File: src/rtl/hazard_fwd_pkg.sv
package hazard_fwd_pkg;

  // Operand multiplexer select codes; the datapath decodes these bit values.
  typedef enum logic [1:0] {
    SEL_REGFILE = 2'b00,
    SEL_WB      = 2'b01,
    SEL_MEM     = 2'b10
  } opnd_sel_e;

  localparam int unsigned N_OPND   = 2;  // ALU operands with a forwarding mux
  localparam int unsigned N_ID_SRC = 2;  // source fields read in decode

endpackage

File: src/rtl/hz_opnd_sel.sv
module hz_opnd_sel
  import hazard_fwd_pkg::*;
#(
  parameter int unsigned AW = 5
) (
  input  logic [AW-1:0] src,
  input  logic          mem_wr_en,
  input  logic [AW-1:0] mem_dst,
  input  logic          wb_wr_en,
  input  logic [AW-1:0] wb_dst,
  output opnd_sel_e     sel
);

  localparam logic [AW-1:0] ZERO_REG = '0;

  logic mem_hit;
  logic wb_hit;

  // A stage may supply the operand only when it writes a real register.
  assign mem_hit = mem_wr_en && (mem_dst != ZERO_REG) && (mem_dst == src);
  assign wb_hit  = wb_wr_en  && (wb_dst  != ZERO_REG) && (wb_dst  == src);

  // The younger result sits in the memory stage and must win.
  always_comb begin
    if (mem_hit) begin
      sel = SEL_MEM;
    end else if (wb_hit) begin
      sel = SEL_WB;
    end else begin
      sel = SEL_REGFILE;
    end
  end

endmodule

File: src/rtl/hz_load_use.sv
module hz_load_use #(
  parameter int unsigned AW   = 5,
  parameter int unsigned NSRC = 2
) (
  input  logic [NSRC-1:0][AW-1:0] id_src,
  input  logic                    ex_is_load,
  input  logic [AW-1:0]           ex_dst,
  output logic                    hazard
);

  localparam logic [AW-1:0] ZERO_REG = '0;

  logic [NSRC-1:0] src_hit;

  genvar g;
  generate
    for (g = 0; g < NSRC; g++) begin : g_src
      assign src_hit[g] = (id_src[g] == ex_dst);
    end
  endgenerate

  assign hazard = ex_is_load && (ex_dst != ZERO_REG) && (|src_hit);

endmodule

File: src/rtl/hz_stall_ctl.sv
module hz_stall_ctl (
  input  logic clk,
  input  logic rst_n,
  input  logic load_hazard,
  input  logic br_taken,
  output logic hold,
  output logic bubble,
  output logic squash
);

  logic held_q;
  logic held_d;
  logic held_en;

  // A load-use hold lasts exactly one cycle.
  assign hold   = load_hazard && !held_q;
  assign bubble = hold;
  // The branch stays in decode during a hold, so it is not squashed yet.
  assign squash = br_taken && !hold;

  always_comb begin
    held_en = held_q || hold;
    held_d  = hold;
  end

  always_ff @(posedge clk or negedge rst_n) begin
    if (!rst_n) begin
      held_q <= 1'b0;
    end else if (held_en) begin
      held_q <= held_d;
    end
  end

endmodule

File: src/rtl/hazard_fwd_unit.sv
module hazard_fwd_unit
  import hazard_fwd_pkg::*;
#(
  parameter int unsigned AW = 5
) (
  input  logic          clk,
  input  logic          rst_n,
  input  logic [AW-1:0] id_src_a,
  input  logic [AW-1:0] id_src_b,
  input  logic          id_br_taken,
  input  logic [AW-1:0] ex_src_a,
  input  logic [AW-1:0] ex_src_b,
  input  logic [AW-1:0] ex_dst,
  input  logic          ex_is_load,
  input  logic [AW-1:0] mem_dst,
  input  logic          mem_wr_en,
  input  logic [AW-1:0] wb_dst,
  input  logic          wb_wr_en,
  output logic [1:0]    alu_sel_a,
  output logic [1:0]    alu_sel_b,
  output logic          hold,
  output logic          bubble,
  output logic          squash
);

  logic [N_OPND-1:0][AW-1:0]   ex_src;
  opnd_sel_e                   opnd_sel [N_OPND];
  logic [N_ID_SRC-1:0][AW-1:0] id_src;
  logic                        load_hazard;

  assign ex_src[0] = ex_src_a;
  assign ex_src[1] = ex_src_b;
  assign id_src[0] = id_src_a;
  assign id_src[1] = id_src_b;

  genvar g;
  generate
    for (g = 0; g < N_OPND; g++) begin : g_opnd
      hz_opnd_sel #(.AW(AW)) i_sel (
        .src       (ex_src[g]),
        .mem_wr_en (mem_wr_en),
        .mem_dst   (mem_dst),
        .wb_wr_en  (wb_wr_en),
        .wb_dst    (wb_dst),
        .sel       (opnd_sel[g])
      );
    end
  endgenerate

  assign alu_sel_a = opnd_sel[0];
  assign alu_sel_b = opnd_sel[1];

  hz_load_use #(.AW(AW), .NSRC(N_ID_SRC)) i_load_use (
    .id_src     (id_src),
    .ex_is_load (ex_is_load),
    .ex_dst     (ex_dst),
    .hazard     (load_hazard)
  );

  hz_stall_ctl i_stall (
    .clk         (clk),
    .rst_n       (rst_n),
    .load_hazard (load_hazard),
    .br_taken    (id_br_taken),
    .hold        (hold),
    .bubble      (bubble),
    .squash      (squash)
  );

endmodule

File: config.mk
export PLATFORM = sky130hd
export DESIGN_NAME = hazard_fwd_unit
export DESIGN_NICKNAME = d
export VERILOG_FILES = /design/src/rtl/hazard_fwd_pkg.sv /design/src/rtl/hz_opnd_sel.sv /design/src/rtl/hz_load_use.sv /design/src/rtl/hz_stall_ctl.sv /design/src/rtl/hazard_fwd_unit.sv
export SDC_FILE = /design/constraint.sdc
export NUM_CORES = 1
export LEC_CHECK = 0
export BUFFER_PORTS_ARGS = -buffer_cell sky130_fd_sc_hd__buf_2
export CAP_MARGIN = 0
export CORE_MARGIN = 4
export CORE_UTILIZATION = 34
export DETAILED_ROUTE_END_ITERATION = 12
export GPL_ROUTABILITY_DRIVEN = 0
export PLACE_DENSITY = 0.78
export RECOVER_POWER = 50
export SKIP_CTS_REPAIR_TIMING = 1
export SLEW_MARGIN = 15
export SYNTH_ARGS = -nofsm -noshare
export SYNTH_HDL_FRONTEND = slang
export SYNTH_SLANG_ARGS = --single-unit
export TNS_END_PERCENT = 20
File: constraint.sdc
create_clock -name clk -period 1.25 [get_ports clk]
set_input_delay 0.0625 -clock clk [delete_from_list [all_inputs] [get_ports clk]]
set_output_delay 0.0625 -clock clk [all_outputs]
set_load 0.005 [all_outputs]
==> run metrics <==
clock power share 0; final count of pins violating max slew 0; xor/xnor share of the synthesized area 0.571; Synth Area in Simple Gates 0.253; Adder-Cell Fraction of Synth Area 0; per-cell routed wire length 13.0 microns; ratio of cells with drive above 1 in the final layout 0.564; n_diodes 0; run status finished with violations; vias per cell 4.72; Syn Std Cell Area 460 sq um; DP Wirelength ~1.5 mm; failing checks negative setup slack; iteration-0 DRC count of the detailed router 1; number of flops mapped to enable cells by yosys 0; Residual DRC 0; cell area after layout roughly 830 sq um; sequential fraction of the synthesis area 0.0543; Top reg by flops i_stall.held_q; Final period util 1.11; synthesized instance count 57; Regs by FF count i_stall.held_q x1; dpl cell area 752 sq um; core area 1280 sq um; CP max stage cell or4_4; initial core utilization 0.358; WP data required 1.19 ns; Mapped Nets 98; PortBufs 47; combinational share of power 0.883; crit-path leading delay family simple AND/OR/NAND/NOR gates; clock slew at reported path FFs 0 ns; Clock Skews 0 ns; Pre-antenna DRT Iters 2; switch share 0.421; post-route setup slack -0.142 ns; Die Ht ~45 microns; vias after detailed routing 590; final hold slack 0.385 ns; Crit. End Element primary output; multiplexer share of the synthesized area 0; area grow syn2layout 80.7%; startpoint type of the worst setup path primary input; Overall Global Routing Usage 0.166; Mean Syn Cell Area 8.08 sq um; Die X 44.8 microns; vias in the first global route 639; Max-Cap Viols 0; post-route ant nets 0; total leakage power 0.406 nW; RSZ-0062 raised after global routing yes; max FFs per register 1; synthesis warning total 0; main combinational cell family by area after synthesis XOR/XNOR gates; I/O pin count 48; share of power burned in registers 0.117; IR drop worst, VDD 0.000180 V; fill count 131; Int Power 0.170 mW; synthesized flop and latch total 1; Hold Violations, Final 0; CP Buf/Inv Count 3; pin count of the biggest net entering global routing 4; pre-CTS setup slack -0.218 ns; crit-path cells buf_8 -> buf_6 -> xor2_1 -> or4_4 -> nor4_2 -> buf_2; worst slew pin tran 0.285 ns; WS Path Type in2out; final wirelength ~1.6 mm; compound-gate portion of the synthesized area 0.0734; Layout Nets 153; die area 2010 sq um; first-pass GRT wire length 2.55 mm; f_max 0.718 GHz; Min Clock Period, post-route 1.39 ns; row cnt 13; ys async rst share 1.00; setup TNS -0.263 ns; Hold Crit Class in2async; CP arrival 1.33 ns; slowest stage delay, CP roughly 0.54 ns; Setup Viol. Count Final 2; Congestion Overflow GR 0; Worst-Skew Late Latency 0 ns; peak fanout along the critical path 3; Main synth FF type dfrtp_1; antenna violations before repair 0; Distinct cells, synth 15; Worst slew margin 0.809; NetSw 0.124 mW; PwrDens 353 nW/um^2
[placed cells by master (no fill, tap or decap), drive strengths merged]
cell,instances
nand3,2
clkbuf,1
or4,5
buf,54
dlygate4sd3,1
nor2b,1
nor3,2
nor4,4
dfrtp,1
o21ai,3
a22oi,1
xor2,24
o21a,1
nor2,4
xnor2,6
[power groups by stage]
stage / Clock, mW / Sequential, mW / Combinational, mW
floorplan: 0 / 0.0342 / 0.0960
global placement: 0 / 0.0343 / 0.218
detailed placement: 0 / 0.0343 / 0.227
CTS: 0 / 0.0343 / 0.228
global route: 0 / 0.0344 / 0.286
finish: 0 / 0.0343 / 0.260
[layer usage]
metal	vias up	track usage	wire, microns
li1	303	-	-
met1	273	0.187	520
met4	0	0.0292	19
met5	-	0	0
met2	12	0.341	1030
met3	2	0.00398	65
[worst paths after layout]
path | start | to | slack, ns | cells after the start
worst min-delay path | rst_n | i_stall.held_q$_DFFE_PN0P_ | 0.38 | 2
max in group asynchronous | rst_n | i_stall.held_q$_DFFE_PN0P_ | 0.76 | 2
min in group clk | id_br_taken | squash | 0.39 | 3
worst max register to register | i_stall.held_q$_DFFE_PN0P_ | i_stall.held_q$_DFFE_PN0P_ | 0.54 | 3
worst max-delay path | wb_dst[0] | alu_sel_b[0] | -0.14 | 6
worst min register to register | i_stall.held_q$_DFFE_PN0P_ | i_stall.held_q$_DFFE_PN0P_ | 0.57 | 3
[stage by stage]
step                instances  power [mW]   util
floorplan                  57       0.130      -
global placement          124       0.252  0.585
detailed placement        124       0.261  0.585
CTS                       124       0.262  0.585
global route              125       0.320  0.648
finish                    125       0.294  0.648
[cells in the mapped netlist, types with 2 or more instances]
cell type / count / area, sq um
xor2_1: 24 / 210
buf_4: 3 / 22.5
o21ai_1: 2 / 10.0
xnor2_1: 6 / 52.6
nor4_2: 2 / 25.0
nor3_1: 2 / 10.0
or4_1: 5 / 37.5
nor2_1: 4 / 15.0
nor4_1: 2 / 12.5
nand3_1: 2 / 10.0
[layout make-up]
type,count,area [sq um],share of cell area
Tap cell,15,18.8,0.0226
Multi-Input combinational cell,53,470,0.565
Sequential cell,1,25.0,0.0301
Timing Repair Buffer,56,318,0.382
[cell families (layout without fill, tap and decap cells)]
| kind of cell | Yosys count | in the layout |
|---|---|---|
| compound gates | 5 | 5 |
| xor+xnor | 30 | 30 |
| buf+inv | 3 | 56 |
| flops | 1 | 1 |
| simple gates | 18 | 18 |
Note: power is estimated with default switching activity, not from simulation.
